File: src/rtl/sat_pkg.sv
package sat_pkg;

    typedef enum logic [3:0] {
        FMT_I2S      = 4'd0,
        FMT_LJ       = 4'd1,
        FMT_RJ       = 4'd2,
        FMT_PCM_E    = 4'd4,
        FMT_PCM_L1   = 4'd5,
        FMT_PCM_L2   = 4'd6,
        FMT_PCM_L3   = 4'd7,
        FMT_TDM      = 4'd8,
        FMT_TDM_HALF = 4'd9,
        FMT_TDM_L1   = 4'd10,
        FMT_TDM_L2   = 4'd11,
        FMT_TDM_R    = 4'd12
    } fmt_e;

    // Unused codes fall back to the standard word-select format
    function automatic fmt_e decode_fmt(input logic [3:0] code);
        case (code)
            4'd3, 4'd13, 4'd14, 4'd15: return FMT_I2S;
            default:                   return fmt_e'(code);
        endcase
    endfunction

    function automatic logic [5:0] clamp_wl(input logic [5:0] w);
        if (w < 6'd16) return 6'd16;
        if (w > 6'd32) return 6'd32;
        return w;
    endfunction

    function automatic logic is_tdm(input fmt_e f);
        return f inside {FMT_TDM, FMT_TDM_HALF, FMT_TDM_L1, FMT_TDM_L2, FMT_TDM_R};
    endfunction

endpackage

File: src/rtl/sat_bclk_gen.sv
module sat_bclk_gen #(
    parameter int CLK_DIV = 4
) (
    input  logic clk,
    input  logic rst_n,
    output logic bclk,
    output logic rise_evt,
    output logic fall_evt
);
    localparam int CW = (CLK_DIV > 1) ? $clog2(CLK_DIV) : 1;

    typedef struct packed {
        logic [CW-1:0] cnt;
        logic          bclk;
    } gen_t;

    gen_t gen_d, gen_q;
    logic tick;

    always_comb begin
        gen_d = gen_q;
        tick  = (gen_q.cnt == CW'(CLK_DIV - 1));
        if (tick) begin
            gen_d.cnt  = '0;
            gen_d.bclk = ~gen_q.bclk;
        end else begin
            gen_d.cnt  = gen_q.cnt + 1'b1;
        end
    end

    always_ff @(posedge clk or negedge rst_n) begin
        if (!rst_n) gen_q <= '0;
        else        gen_q <= gen_d;
    end

    assign bclk     = gen_q.bclk;
    assign rise_evt = tick & ~gen_q.bclk;
    assign fall_evt = tick &  gen_q.bclk;
endmodule

File: src/rtl/sat_sample_slot.sv
module sat_sample_slot #(
    parameter int FW = 128
) (
    input  logic          clk,
    input  logic          rst_n,
    input  logic          in_valid,
    input  logic [FW-1:0] in_data,
    output logic          in_ready,
    input  logic          consume,
    output logic          full,
    output logic [FW-1:0] data
);
    typedef struct packed {
        logic          full;
        logic [FW-1:0] data;
    } slot_t;

    slot_t slot_d, slot_q;
    logic  take;

    always_comb begin
        slot_d = slot_q;
        take   = in_valid & ~slot_q.full;
        if (consume) slot_d.full = 1'b0;
        if (take) begin
            slot_d.full = 1'b1;
            slot_d.data = in_data;
        end
    end

    always_ff @(posedge clk or negedge rst_n) begin
        if (!rst_n) slot_q <= '0;
        else        slot_q <= slot_d;
    end

    assign in_ready = ~slot_q.full;
    assign full     = slot_q.full;
    assign data     = slot_q.data;
endmodule

File: src/rtl/sat_frame_map.sv
module sat_frame_map
    import sat_pkg::*;
#(
    parameter int SLOTS = 4
) (
    input  fmt_e                             fmt,
    input  logic [5:0]                       wl,
    input  logic [$clog2(SLOTS*32)-1:0]      pos,
    input  logic [SLOTS*32-1:0]              frame,
    output logic                             bit_o,
    output logic                             sync_o
);
    localparam int FW = SLOTS * 32;
    localparam int PW = $clog2(FW);

    logic [31:0]   word;
    logic [4:0]    j;
    logic [5:0]    jx;
    logic [4:0]    sel;
    logic          inside_w;
    logic [PW-1:0] p1;
    logic [PW-1:0] frame_last;

    always_comb begin
        word = frame[{pos[PW-1:5], 5'b0} +: 32];
        j    = pos[4:0];
        jx   = {1'b0, j};
        if (fmt == FMT_RJ) begin
            inside_w = (jx >= (6'd32 - wl));
            sel      = 5'(6'd31 - jx);
        end else begin
            inside_w = (jx < wl);
            sel      = 5'(wl - 6'd1 - jx);
        end
        bit_o = inside_w & word[sel];

        p1         = pos + 1'b1;
        frame_last = is_tdm(fmt) ? PW'(FW - 1) : PW'(63);
        case (fmt)
            FMT_LJ, FMT_RJ:         sync_o = pos[5];
            FMT_PCM_E, FMT_TDM_R:   sync_o = (pos == frame_last);
            FMT_PCM_L1, FMT_TDM:    sync_o = (pos == PW'(0));
            FMT_PCM_L2, FMT_TDM_L1,
            FMT_TDM_HALF:           sync_o = (pos == PW'(1));
            FMT_PCM_L3, FMT_TDM_L2: sync_o = (pos == PW'(2));
            default:                sync_o = p1[5];
        endcase
    end
endmodule

File: src/rtl/sat_tx.sv
module sat_tx
    import sat_pkg::*;
#(
    parameter int CLK_DIV = 4,
    parameter int SLOTS   = 8
) (
    input  logic                  clk,
    input  logic                  rst_n,
    input  logic [3:0]            cfg_fmt,
    input  logic [5:0]            cfg_wl,
    input  logic                  s_valid,
    input  logic [SLOTS*32-1:0]   s_data,
    output logic                  s_ready,
    output logic                  bclk,
    output logic                  fsync,
    output logic                  sdo,
    output logic                  underrun
);
    localparam int FW = SLOTS * 32;
    localparam int PW = $clog2(FW);

    typedef struct packed {
        logic [PW-1:0] pos;
        fmt_e          mode;
        logic [5:0]    wl;
        logic [FW-1:0] frame;
        logic          sdo;
        logic          fsync;
        logic          underrun;
    } tx_t;

    tx_t tx_d, tx_q;

    logic          rise_evt, fall_evt;
    logic          slot_full;
    logic [FW-1:0] slot_data;
    logic          boundary;
    logic [PW-1:0] last_pos;
    logic [PW-1:0] pos_nx;
    fmt_e          mode_nx;
    logic [5:0]    wl_nx;
    logic [FW-1:0] frame_nx;
    logic          und_nx;
    logic          map_bit, map_sync;

    sat_bclk_gen #(.CLK_DIV(CLK_DIV)) u_gen (
        .clk(clk), .rst_n(rst_n), .bclk(bclk),
        .rise_evt(rise_evt), .fall_evt(fall_evt)
    );

    sat_sample_slot #(.FW(FW)) u_slot (
        .clk(clk), .rst_n(rst_n),
        .in_valid(s_valid), .in_data(s_data), .in_ready(s_ready),
        .consume(boundary), .full(slot_full), .data(slot_data)
    );

    // Next frame position and frame-level settings
    always_comb begin
        last_pos = is_tdm(tx_q.mode) ? PW'(FW - 1) : PW'(63);
        boundary = fall_evt & (tx_q.pos == last_pos);
        pos_nx   = tx_q.pos + 1'b1;
        mode_nx  = tx_q.mode;
        wl_nx    = tx_q.wl;
        frame_nx = tx_q.frame;
        und_nx   = tx_q.underrun;
        if (boundary) begin
            pos_nx   = '0;
            mode_nx  = decode_fmt(cfg_fmt);
            wl_nx    = clamp_wl(cfg_wl);
            frame_nx = slot_full ? slot_data : '0;
            und_nx   = ~slot_full;
        end
    end

    sat_frame_map #(.SLOTS(SLOTS)) u_map (
        .fmt(mode_nx), .wl(wl_nx), .pos(pos_nx), .frame(frame_nx),
        .bit_o(map_bit), .sync_o(map_sync)
    );

    always_comb begin
        tx_d = tx_q;
        if (fall_evt) begin
            tx_d.pos      = pos_nx;
            tx_d.mode     = mode_nx;
            tx_d.wl       = wl_nx;
            tx_d.frame    = frame_nx;
            tx_d.underrun = und_nx;
            tx_d.sdo      = map_bit;
            tx_d.fsync    = map_sync;
        end else if (rise_evt && tx_q.mode == FMT_TDM_HALF) begin
            tx_d.fsync    = (tx_q.pos == PW'(0));
        end
    end

    always_ff @(posedge clk or negedge rst_n) begin
        if (!rst_n) begin
            tx_q          <= '0;
            tx_q.pos      <= PW'(63);
            tx_q.mode     <= FMT_I2S;
            tx_q.wl       <= 6'd32;
        end else begin
            tx_q <= tx_d;
        end
    end

    assign sdo      = tx_q.sdo;
    assign fsync    = tx_q.fsync;
    assign underrun = tx_q.underrun;
endmodule

File: config.mk
export PLATFORM = sky130hd
export DESIGN_NAME = sat_tx
export DESIGN_NICKNAME = d
export VERILOG_FILES = /design/src/rtl/sat_pkg.sv /design/src/rtl/sat_bclk_gen.sv /design/src/rtl/sat_sample_slot.sv /design/src/rtl/sat_frame_map.sv /design/src/rtl/sat_tx.sv
export SDC_FILE = /design/constraint.sdc
export NUM_CORES = 1
export LEC_CHECK = 0
export ABC_AREA = 1
export CORE_MARGIN = 2
export CORE_UTILIZATION = 25
export DETAILED_ROUTE_END_ITERATION = 8
export DONT_BUFFER_PORTS = 1
export GPL_ROUTABILITY_DRIVEN = 1
export GPL_TIMING_DRIVEN = 0
export SLEW_MARGIN = 10
export SYNTH_ARGS = -nofsm -noshare
export SYNTH_HDL_FRONTEND = slang
export SYNTH_SLANG_ARGS = --single-unit
File: constraint.sdc
create_clock -name clk -period 3.9 [get_ports clk]
set_input_delay 0 -clock clk [delete_from_list [all_inputs] [get_ports clk]]
set_output_delay 0 -clock clk [all_outputs]
set_load 0.05 [all_outputs]
==> metrics <==
Placer Congestion ~0.96; Inserted Clock Buffers 56; clk buf depth 3; row count about 120; layout cells sized above 1 approximately 6.7%; Mapped Cells approximately 3300; count of flip-flops with a built-in enable after synthesis 0; post-synthesis cell area ~26000 um2; die area 105000 um2; CTS tree yes; core area about 100000 um2; Crit path arrival time 4.37 ns; Die Height ~320 um; max-cap viol count 0; Setup WS pre-CTS -1.31 ns; clock period minus worst slack 3.85 ns; leak pwr 16.2 nW; RSZ-0062 raised after global routing true; Chip Width about 320 um; skew final ~0.017 ns; status finished with violations; highest-delay cell along the critical path dfstp_2; largest net degree at the start of global routing approximately 540; first-pass GRT wire length around 160000 um; Min-Delay Path Class primary input to asynchronous set/reset pin; Routed WL between 100000 and 150000 um; Seq. cell area roughly 13000 um2; Syn Nets roughly 3600; Top FF cell, synth dfrtp_1; initial antenna violation count 15; CP max FO 10; detailed placer's ending HPWL around 80000 um; xor and xnor area share after synthesis less than 1%; drt wl/cell around 21 um; Worst-Skew Late Latency ~0.64 ns; Port Buf Inserts 0; Detail Route Antenna Nets 0; DRC errors left 0; clk slew on worst S/H paths approximately 0.060 ns; largest family of logic cells by synthesized area simple AND/OR/NAND/NOR gates; CP cell instances nand2_2 > nor2_2 > nand2_4 > clkinv_1 > nand2_1 > nor2_4 > buf_12 > buf_6 > nand2_1 > o21ai_4 > inv_1 > ha_1 > fa_1 > nand2_4 > o21ai_4 > clkinv_4 > nand3_1 > nand3_1 > nand3_1 > nand3_1 > nand3_1 > nand2_1; 1st-pass router iterations 6; ys async rst share 100%; worst setup path class register to register; final setup fails 0; #FFs+latches synth approximately 540; final core utilization between 30% and 40%; simple-gate area share of the yosys netlist 30.2%; Crit. End Element register; worst relative slew slack -25.4%; Hold Buf Count CTS 275; drt via density 4.68; Final Power 0.0148 W; GRT Util Overall 20.2%; Starting Density approximately a quarter; CTS H-tree depth 2; via count roughly 24000; Fin. Hold Viols 535; Pwr per Cell Area around 460 nW/um2; Clock Sinks ~540; FILL cells 10900; multiplexer area fraction after synthesis 0%; worst ir drop on vdd 0.362 mV; CP Launch Type register; Overflow after GRT 0; post-synth cell types 41; number of global-route vias before repair between 20000 and 25000; worst-margin pin slew 1.88 ns; post-synthesis compound-gate area fraction ~8.2%; Post-Synth Adder-Cell Area 0.812%; CTS root buf clkbuf_16; setup ws final 0.0461 ns; Pins Over Slew Limit 143; Slowest Stage Delay on Critical Path between 0.5 and 0.6 ns; failing checks negative hold slack, max-slew violations; fmax roughly 0.26 GHz; area grow syn2layout 25.9%; Avg Cell Area, Syn roughly 7.7 um2; DR iter-0 viols 2052; num ports roughly 270; Multi-input gate area between 10000 and 15000 um2; Seq/Total Area, Yosys a little over half; fin nets just under 4000; Hold Worst Slack -0.869 ns; period utilization 98.8%; Yosys warnings 0; Fin Setup TNS 0 ns; Worst path most repeated cell nand3_1; CP required 4.42 ns
[through the flow]
stage | cells | hold slack [ns] | area, um2
detailed placement | 4694 | -0.245 | 27300
global placement | 4694 | -0.245 | 27300
CTS | 5072 | -0.911 | 32100
finish | 5085 | -0.869 | 32200
global route | 5084 | -0.906 | 32200
floorplan | 3326 | -0.296 | 25600
[cell usage in the layout, fill, tap and decap left out, types with 11 or more instances in the layout]
master	count
nor2_1	36
a21oi_1	18
o21ai_0	229
nand3_1	290
clkbuf_1	113
buf_2	48
dlygate4sd3_1	275
buf_6	21
o21a_1	16
nand4_1	18
nand2_1	1511
o211ai_1	14
buf_1	16
inv_1	262
dfrtp_1	529
clkbuf_16	57
ha_1	13
clkbuf_8	11
o22ai_1	40
nand2_2	17
o21ai_1	46
[flip-flops by register name (all words and copies together) (netlist names)]
register	flops
u_gen.gen_q	2
u_gen.bclk	1
tx_q	274
underrun	1
u_slot.data	256
u_slot.full	1
sdo	1
fsync	1
[path summary, 6_finish.rpt]
path                       cells past startpoint  slack, ns            from               end
min in group clk                               3       0.02      s_data[98]   u_slot.data[98]
hold / removal                                 0      -0.87           rst_n  u_slot.data[113]
setup reg to reg                              22       0.05       tx_q[271]               sdo
setup / recovery                              22       0.05       tx_q[271]               sdo
hold reg to reg                                1       0.44  u_gen.gen_q[1]    u_gen.gen_q[1]
max in group asynchronous                      0       3.34           rst_n  u_slot.data[175]
[Yosys cell counts (7+ instances only)]
library cell | count | area share, %
o21ai_0 | 230 | 4.5
nor2_1 | 36 | 0.53
o21a_1 | 16 | 0.47
o21bai_1 | 9 | 0.26
buf_6 | 19 | 0.84
nand4_1 | 18 | 0.44
o22ai_1 | 40 | 0.98
o211ai_1 | 14 | 0.41
o21ai_1 | 48 | 0.94
clkbuf_1 | 110 | 1.6
nand3_1 | 291 | 5.7
buf_1 | 17 | 0.25
nand2_2 | 16 | 0.39
a21oi_1 | 18 | 0.35
buf_2 | 51 | 1.0
dfstp_2 | 7 | 0.72
inv_1 | 264 | 3.9
dfrtp_1 | 530 | 52
nand2_1 | 1514 | 22
ha_1 | 15 | 0.73
[metal layers]
layer | share of wire (%) | routed length [um] | global-route usage [%]
met1 | 41 | 43400 | 25.1
met2 | 47 | 49900 | 33.1
met3 | 7.1 | 7630 | 4.25
met4 | 5.3 | 5700 | 9.98
met5 | 0.061 | 65 | 0
[what timing repair did]
action / 4_1_cts / 5_1_grt
cloned: 0 / 0
setup endpoints to repair: 252 / 53
pin swaps: 1 / 1
resized for setup: 25 / 13
setup buffers: 3 / 3
endpoints found under the hold margin: 804 / 537
[layout make-up]
| type | count | share of cell area, % |
|---|---|---|
| antenna | 10 | 0.0777 |
| buffer | 201 | 3.17 |
| clock buffer | 77 | 5.00 |
| clock inverter | 24 | 1.13 |
| inverter | 275 | 3.22 |
| multi-input combinational | 2312 | 31.7 |
| sequential | 537 | 41.7 |
| tap | 1368 | 5.31 |
| timing repair buffer | 281 | 8.68 |
[critical path, delay by kind of cell, from the launching register on]
family          cells  cell delay, ns
compound gates      2            0.25
fa+ha+maj           2            0.77
buf+inv             5            0.66
flops               1            0.58
simple gates       13            1.44
[cell families after synthesis]
family                     count (synthesis)
adders and majority gates                 16
AOI/OAI and AO/OA                        384
DFF                                      537
and+or+nand+nor                         1903
buffers and inverters                    477
xor gates and xnor gates                   9
[report_power, final]
part           leakage, nW  total (W)  internal [W]  switching [W]
combinational         8.23    0.00184      0.000740        0.00110
clock                0.963    0.00585       0.00347        0.00238
sequential            7.05    0.00714       0.00645       0.000697
total                 16.2     0.0148        0.0107        0.00417
Power figures use the tool's default switching activity.
